`src/rtl/adc_seq_pkg.sv`:
```
package adc_seq_pkg;

  typedef enum logic [1:0] {
    ST_IDLE   = 2'd0,
    ST_RCWAIT = 2'd1,
    ST_CONV   = 2'd2,
    ST_RECOV  = 2'd3
  } seq_state_e;

  localparam logic [1:0] SEL_RC = 2'd3;

endpackage

```
`src/rtl/adc_seq_clkgen.sv`:
```
module adc_seq_clkgen
  import adc_seq_pkg::*;
#(
  parameter int DIV0 = 2,
  parameter int DIV1 = 8,
  parameter int DIV2 = 32,
  localparam int DMAX = (DIV2 > DIV1) ? ((DIV2 > DIV0) ? DIV2 : DIV0)
                                      : ((DIV1 > DIV0) ? DIV1 : DIV0),
  localparam int CW = (DMAX > 2) ? $clog2(DMAX) : 1
) (
  input  logic       clk_i,
  input  logic       rst_ni,
  input  logic       clr_i,
  input  logic       run_i,
  input  logic [1:0] sel_i,
  input  logic       rc_tick_i,
  output logic       tick_o
);

  logic [CW-1:0] cnt_q;
  logic [CW-1:0] lim;
  logic          rc_mode;

  assign rc_mode = (sel_i == SEL_RC);

  always_comb begin
    unique case (sel_i)
      2'd0:    lim = CW'(DIV0 - 1);
      2'd1:    lim = CW'(DIV1 - 1);
      default: lim = CW'(DIV2 - 1);
    endcase
  end

  always_ff @(posedge clk_i or negedge rst_ni) begin
    if (!rst_ni)                  cnt_q <= '0;
    else if (clr_i)               cnt_q <= '0;
    else if (run_i && !rc_mode)   cnt_q <= (cnt_q == lim) ? '0 : cnt_q + 1'b1;
  end

  assign tick_o = run_i && (rc_mode ? rc_tick_i : (cnt_q == lim));

  // divided clock never yields back-to-back ticks
  assert_div_spacing_R2: assert property (@(posedge clk_i) disable iff (!rst_ni)
    (tick_o && !rc_mode) |=> !tick_o);

endmodule

```
`src/rtl/adc_seq_fsm.sv`:
```
module adc_seq_fsm
  import adc_seq_pkg::*;
#(
  parameter int CONV_TICKS  = 11,
  parameter int RECOV_TICKS = 2,
  localparam int TW = $clog2(CONV_TICKS)
) (
  input  logic          clk_i,
  input  logic          rst_ni,
  input  logic          q4_i,
  input  logic          go_set_i,
  input  logic          go_clr_i,
  input  logic          irq_clr_i,
  input  logic [1:0]    clk_sel_i,
  input  logic          tick_i,
  output seq_state_e    state_o,
  output logic [1:0]    sel_o,
  output logic          start_o,
  output logic          conv_tick_o,
  output logic [TW-1:0] tidx_o,
  output logic          done_o,
  output logic          go_o,
  output logic          irq_o,
  output logic          sample_o
);

  seq_state_e    state_q, state_d;
  logic [TW-1:0] tcnt_q;
  logic [1:0]    sel_q;
  logic          go_q, irq_q;
  logic          start, abort, done, recov_end;

  assign start     = (state_q == ST_IDLE) && go_q && q4_i && !go_clr_i;
  assign abort     = go_clr_i && ((state_q == ST_RCWAIT) || (state_q == ST_CONV));
  assign done      = (state_q == ST_CONV) && tick_i && !go_clr_i &&
                     (tcnt_q == TW'(CONV_TICKS - 1));
  assign recov_end = (state_q == ST_RECOV) && tick_i &&
                     (tcnt_q == TW'(RECOV_TICKS - 1));

  always_comb begin
    state_d = state_q;
    unique case (state_q)
      ST_IDLE:   if (start) state_d = (clk_sel_i == SEL_RC) ? ST_RCWAIT : ST_CONV;
      ST_RCWAIT: if (abort) state_d = ST_IDLE;
                 else if (q4_i) state_d = ST_CONV;
      ST_CONV:   if (abort) state_d = ST_IDLE;
                 else if (done) state_d = ST_RECOV;
      ST_RECOV:  if (recov_end) state_d = ST_IDLE;
      default:   state_d = ST_IDLE;
    endcase
  end

  always_ff @(posedge clk_i or negedge rst_ni) begin
    if (!rst_ni) begin
      state_q <= ST_IDLE;
      tcnt_q  <= '0;
      sel_q   <= '0;
      go_q    <= 1'b0;
      irq_q   <= 1'b0;
    end else begin
      state_q <= state_d;
      if (start) sel_q <= clk_sel_i;
      if (start || done || abort)
        tcnt_q <= '0;
      else if (tick_i && (state_q == ST_CONV || state_q == ST_RECOV))
        tcnt_q <= tcnt_q + 1'b1;
      // cancel beats completion, completion beats a new set
      if (go_clr_i || done) go_q <= 1'b0;
      else if (go_set_i)    go_q <= 1'b1;
      if (done)             irq_q <= 1'b1;
      else if (irq_clr_i)   irq_q <= 1'b0;
    end
  end

  assign state_o     = state_q;
  assign sel_o       = sel_q;
  assign start_o     = start;
  assign conv_tick_o = tick_i && (state_q == ST_CONV);
  assign tidx_o      = tcnt_q;
  assign done_o      = done;
  assign go_o        = go_q;
  assign irq_o       = irq_q;
  assign sample_o    = !((state_q == ST_CONV) || (state_q == ST_RCWAIT));

  assert_start_on_q4_R1: assert property (@(posedge clk_i) disable iff (!rst_ni)
    $fell(sample_o) |-> ($past(q4_i) && $past(go_q)));

  assert_go_irq_same_edge_R6: assert property (@(posedge clk_i) disable iff (!rst_ni)
    ($fell(go_q) && !$past(go_clr_i)) |-> irq_q);

  assert_no_restart_in_recov_R7: assert property (@(posedge clk_i) disable iff (!rst_ni)
    (state_q == ST_RECOV) |=> (state_q == ST_RECOV || state_q == ST_IDLE));

  assert_abort_clean_R8: assert property (@(posedge clk_i) disable iff (!rst_ni)
    $past(go_clr_i) |-> (!go_q && state_q != ST_CONV && state_q != ST_RCWAIT));

endmodule

```
`src/rtl/adc_seq_sar.sv`:
```
module adc_seq_sar #(
  parameter int RES_W = 8,
  parameter int TW    = 4
) (
  input  logic             clk_i,
  input  logic             rst_ni,
  input  logic             start_i,
  input  logic             tick_i,
  input  logic [TW-1:0]    tidx_i,
  input  logic             cmp_i,
  input  logic             load_i,
  output logic [RES_W-1:0] trial_o,
  output logic [RES_W-1:0] result_o
);

  localparam logic [RES_W-1:0] TOP = {1'b1, {(RES_W-1){1'b0}}};

  logic [RES_W-1:0] sar_q, mask_q, res_q;

  always_ff @(posedge clk_i or negedge rst_ni) begin
    if (!rst_ni) begin
      sar_q  <= '0;
      mask_q <= '0;
    end else if (start_i) begin
      sar_q  <= '0;
      mask_q <= '0;
    end else if (tick_i) begin
      if (tidx_i == '0) begin
        sar_q  <= TOP;
        mask_q <= TOP;
      end else if (tidx_i <= TW'(RES_W)) begin
        // keep or drop the bit under test, then raise the next lower one
        sar_q  <= (cmp_i ? sar_q : (sar_q & ~mask_q)) | (mask_q >> 1);
        mask_q <= mask_q >> 1;
      end
    end
  end

  always_ff @(posedge clk_i or negedge rst_ni) begin
    if (!rst_ni)     res_q <= '0;
    else if (load_i) res_q <= sar_q;
  end

  assign trial_o  = sar_q;
  assign result_o = res_q;

  assert_single_trial_bit_R4: assert property (@(posedge clk_i) disable iff (!rst_ni)
    $onehot0(mask_q));

endmodule

```
`src/rtl/adc_sar_seq.sv`:
```
module adc_sar_seq
  import adc_seq_pkg::*;
#(
  parameter int RES_W       = 8,
  parameter int CONV_TICKS  = 11,
  parameter int RECOV_TICKS = 2,
  parameter int DIV0        = 2,
  parameter int DIV1        = 8,
  parameter int DIV2        = 32
) (
  input  logic             clk_i,
  input  logic             rst_ni,
  input  logic             q4_i,
  input  logic             go_set_i,
  input  logic             go_clr_i,
  input  logic             irq_clr_i,
  input  logic [1:0]       clk_sel_i,
  input  logic             rc_tick_i,
  input  logic             cmp_i,
  output logic [RES_W-1:0] trial_o,
  output logic             sample_o,
  output logic             go_o,
  output logic             irq_o,
  output logic [RES_W-1:0] result_o
);

  localparam int TW = $clog2(CONV_TICKS);

  seq_state_e    state;
  logic [1:0]    sel;
  logic          start, tick, conv_tick, done, run;
  logic [TW-1:0] tidx;

  assign run = (state == ST_CONV) || (state == ST_RECOV);

  adc_seq_clkgen #(
    .DIV0(DIV0), .DIV1(DIV1), .DIV2(DIV2)
  ) u_clkgen (
    .clk_i     (clk_i),
    .rst_ni    (rst_ni),
    .clr_i     (start),
    .run_i     (run),
    .sel_i     (sel),
    .rc_tick_i (rc_tick_i),
    .tick_o    (tick)
  );

  adc_seq_fsm #(
    .CONV_TICKS(CONV_TICKS), .RECOV_TICKS(RECOV_TICKS)
  ) u_fsm (
    .clk_i       (clk_i),
    .rst_ni      (rst_ni),
    .q4_i        (q4_i),
    .go_set_i    (go_set_i),
    .go_clr_i    (go_clr_i),
    .irq_clr_i   (irq_clr_i),
    .clk_sel_i   (clk_sel_i),
    .tick_i      (tick),
    .state_o     (state),
    .sel_o       (sel),
    .start_o     (start),
    .conv_tick_o (conv_tick),
    .tidx_o      (tidx),
    .done_o      (done),
    .go_o        (go_o),
    .irq_o       (irq_o),
    .sample_o    (sample_o)
  );

  adc_seq_sar #(
    .RES_W(RES_W), .TW(TW)
  ) u_sar (
    .clk_i    (clk_i),
    .rst_ni   (rst_ni),
    .start_i  (start),
    .tick_i   (conv_tick),
    .tidx_i   (tidx),
    .cmp_i    (cmp_i),
    .load_i   (done),
    .trial_o  (trial_o),
    .result_o (result_o)
  );

  assert_result_only_at_done_R5: assert property (@(posedge clk_i) disable iff (!rst_ni)
    !$stable(result_o) |-> $fell(go_o));

endmodule

```
`config.mk`:
```
export PLATFORM = sky130hd
export DESIGN_NAME = adc_sar_seq
export DESIGN_NICKNAME = d
export VERILOG_FILES = /design/src/rtl/adc_seq_pkg.sv /design/src/rtl/adc_seq_clkgen.sv /design/src/rtl/adc_seq_fsm.sv /design/src/rtl/adc_seq_sar.sv /design/src/rtl/adc_sar_seq.sv
export SDC_FILE = /design/constraint.sdc
export NUM_CORES = 1
export LEC_CHECK = 0
export ABC_AREA = 1
export BUFFER_PORTS_ARGS = -buffer_cell sky130_fd_sc_hd__buf_2
export CAP_MARGIN = 20
export CORE_MARGIN = 2
export CORE_UTILIZATION = 55
export CTS_CLUSTER_DIAMETER = 200
export CTS_CLUSTER_SIZE = 24
export DETAILED_ROUTE_END_ITERATION = 10
export PLACE_DENSITY = 0.74
export SYNTH_ARGS = -nofsm -noshare
export SYNTH_HDL_FRONTEND = slang
export SYNTH_HIERARCHICAL = 1
export SYNTH_SLANG_ARGS = --single-unit
```
`constraint.sdc`:
```
create_clock -name clk_i -period 2.7 [get_ports clk_i]
set_clock_uncertainty 0.1 [all_clocks]
set_input_delay 0.54 -clock clk_i [delete_from_list [all_inputs] [get_ports clk_i]]
set_output_delay 0.54 -clock clk_i [all_outputs]
set_load 0.01 [all_outputs]
```
==> out/results.txt <==
status: completed
Flop pwr share: 41.3%
Worst path slowest cell: dfrtp_1
number of I/O pins: 29
leakage power: 1.372 nW
unrepaired setup endpoints after global routing: false
Final Hold Fails: 0
CTS Buffer Depth: 2
Overflow after GRT: 0
# clock sinks: 39
Hold Buf Count CTS: 0
Vias: 1749
Synth warnings: 6
Fin Setup TNS: 0 ns
Synth cell types: 30
pre-CTS WS: 0.4516 ns
DR WL/cell: 11.87 um
# DRC: 0
Post-Route WL: 4071 um
Final ANT Viol Nets: 0
Hold Path Class: in2async
Clock power frac: 23.0%
via/cell ratio: 5.099
initial antenna violation count: 0
first-pass GRT wire length: 7051 um
Synth top area share: 44.57%
DIE WIDTH: 67.10 um
share of cells above drive strength 1: 24.41%
Synth area leaders: dfrtp_1 45%, nand2_1 13%, inv_1 6.0%
HPWL Detailed: 2842 um
CP Cell Sequence: inv_1, nand2_1, a21oi_2, nand3_2, a21oi_2, nand2_2, inv_2, nand3_2, inv_1, mux2_2
worst setup margin: 0.3614 ns
IO Port Bufs: 28
Seq/Total Area, Yosys: 44.57%
met3 routed WL: 178 um
Routed met2 length: 1874 um
DIE HEIGHT: 67.10 um
number of diodes: 0
Core ar.: 3744 sq um
sw frac: 39.12%
Starting Density: 58.49%
Tot GR Track Use: 21.28%
largest net degree at the start of global routing: 40
Required @ worst endpoint: 2.77 ns
Worst-Margin Slew: 0.8477 ns
Logic pwr share: 35.7%
Final GP Congestion: 0.8742
Layout area overhead: 12.46%
FF-to-FF setup slack: 0.36 ns
crit path capture type: register
crit-path max FO: 9
R2R Path End: u_sar/result_o[6]$_DFFE_PN0P_
CTS Root Cell: clkbuf_8
#FFs+latches synth: 39
slew margin rel.: 43.48%
clock slew at reported path FFs: 0.08 ns
Mapped Area: 2190 sq um
Final Setup Violations: 0
Crit Path Class: reg2reg
wl on met1: 1969 um
CTS buffer count: 5
Int Power: 1.138 mW
Nets: 312
Post-Syn Instances: 263
postcts setup bufs: 0
Placement Rows: 22
Worst EP arrival: 2.41 ns
Final Max Slew Viols: 0
worst skew pair latency: 0.29 ns
reg2reg path depth: 10
TritonCTS clock tree: done
Sw Pwr: 731.1 uW
area leader, netlist: dfrtp_1
launching element type of the critical path: register
H-tree depth: 2
# Max-Cap Violations: 0
RR Startpoint: u_fsm/sel_o[1]$_DFFE_PN0P_
crit share post-route: 86.62%
Critical Path Max Stage Delay: 0.43 ns
VDD IR-drop max: 0.0005522 V
Post-CTS Resized: 0
Initial DRC Count: 115
Top Metal Used: met4
most common cell after layout, fill and taps aside: nand2_1
Final Critical Period: 2.339 ns
vias in the first global route: 1574
Syn Nets: 281
FMAX: 427.6 MHz
most frequent cells in the layout: 78 x nand2_1, 39 x dfrtp_1, 35 x inv_1, 28 x buf_2, 21 x nand3_1
Syn Area/Cell: 8.325 sq um
die area: 4502 sq um
first drt pass iteration count: 4
PwrDens: 759.0 nW/um^2
-- power by group through the flow --
stage	sequential, mW	clock (mW)	combinational (mW)
2_1_floorplan	0.759	0	0.535
3_3_place_gp	0.780	0	0.643
3_5_place_dp	0.781	0	0.645
4_1_cts	0.770	0.449	0.668
5_1_grt	0.786	0.478	0.759
6_report	0.772	0.430	0.667
-- metrics by stage --
stage	instance area [sq um]	std cells	hold WS, ns	util (%)	power [mW]
2_1_floorplan	2190	263	0.1444	-	1.294
3_3_place_gp	2359	335	0.3677	63.00	1.423
3_5_place_dp	2359	335	0.3716	63.00	1.426
4_1_cts	2462	343	0.2805	65.78	1.887
5_1_grt	2462	343	0.3336	65.78	2.023
6_report	2462	343	0.2525	65.78	1.869
-- Yosys cell counts --
cell / instances
a21oi_2: 2
o21bai_1: 1
nor2_1: 9
nor2_2: 2
a21oi_1: 5
buf_6: 2
clkbuf_1: 1
nand3_1: 21
inv_2: 3
xnor2_1: 1
nand2_2: 6
nand4_2: 1
buf_4: 1
o21a_1: 2
a21boi_0: 1
nand4_1: 9
ha_1: 8
o21ai_2: 5
nand3_2: 3
nand2_1: 78
o21ai_0: 7
nor2_4: 2
buf_2: 1
xor2_1: 2
o21ai_1: 4
mux2_2: 8
nand3b_1: 1
dfrtp_1: 39
inv_1: 35
nand2_4: 3
-- routing by layer --
layer  up-vias  global-route usage [%]
met1       804                   27.63
met3         4                   5.236
met4         0                   9.184
met2        38                   33.54
li1        903                       -
met5         -                       0
-- critical path, delay by kind of cell, from the launching register on --
kind / cells / cell delay (ns)
multiplexers: 1 / 0.39
buffers and inverters: 3 / 0.48
AND/OR/NAND/NOR: 4 / 0.41
flip-flops: 1 / 0.43
AO/OA/AOI/OAI: 2 / 0.40
-- state kept, by name, summed over array words and instances, names as in the netlist --
| register | flops |
|---|---|
| u_fsm/irq_o | 1 |
| u_sar/trial_o | 8 |
| u_fsm/tidx_o | 4 |
| u_clkgen/cnt_q | 5 |
| u_sar/result_o | 8 |
| u_sar/mask_q | 8 |
| u_fsm/go_o | 1 |
| u_fsm/state_o | 2 |
| u_fsm/sel_o | 2 |
-- worst max path at each step --
stage,depth (start not counted),startpoint,slack [ns],endpoint
after global routing,10,u_fsm/sel_o[1]$_DFFE_PN0P_,0.20,u_sar/result_o[0]$_DFFE_PN0P_
after floorplan,11,u_fsm/sel_o[1]$_DFFE_PN0P_,0.72,u_sar/result_o[0]$_DFFE_PN0P_
final,10,u_fsm/sel_o[1]$_DFFE_PN0P_,0.36,u_sar/result_o[6]$_DFFE_PN0P_
after CTS,10,u_fsm/sel_o[1]$_DFFE_PN0P_,0.38,u_sar/result_o[6]$_DFFE_PN0P_
after global placement,8,u_clkgen/cnt_q[2]$_DFFE_PN0P_,0.52,u_sar/result_o[5]$_DFFE_PN0P_
after detailed placement,10,u_fsm/sel_o[1]$_DFFE_PN0P_,0.45,u_sar/result_o[6]$_DFFE_PN0P_
-- cells by family after synthesis --
family	synth area share, %
AOI/OAI and AO/OA	7.828
xor gates and xnor gates	1.200
adders and majority gates	4.572
buffers and inverters	8.286
DFF	44.57
muxes	4.114
and+or+nand+nor	29.43
-- layout make-up --
| cell class | count | area [sq um] |
|---|---|---|
| Clock buffer | 7 | 96.34 |
| Fill cell | 325 | 1281 |
| Multi-Input combinational cell | 181 | 1032 |
| Tap cell | 48 | 60.06 |
| Sequential cell | 39 | 975.9 |
| Clock inverter | 1 | 7.507 |
| Timing Repair Buffer | 29 | 147.6 |
| Inverter | 38 | 142.6 |
Note: power is estimated with default switching activity, not from simulation.
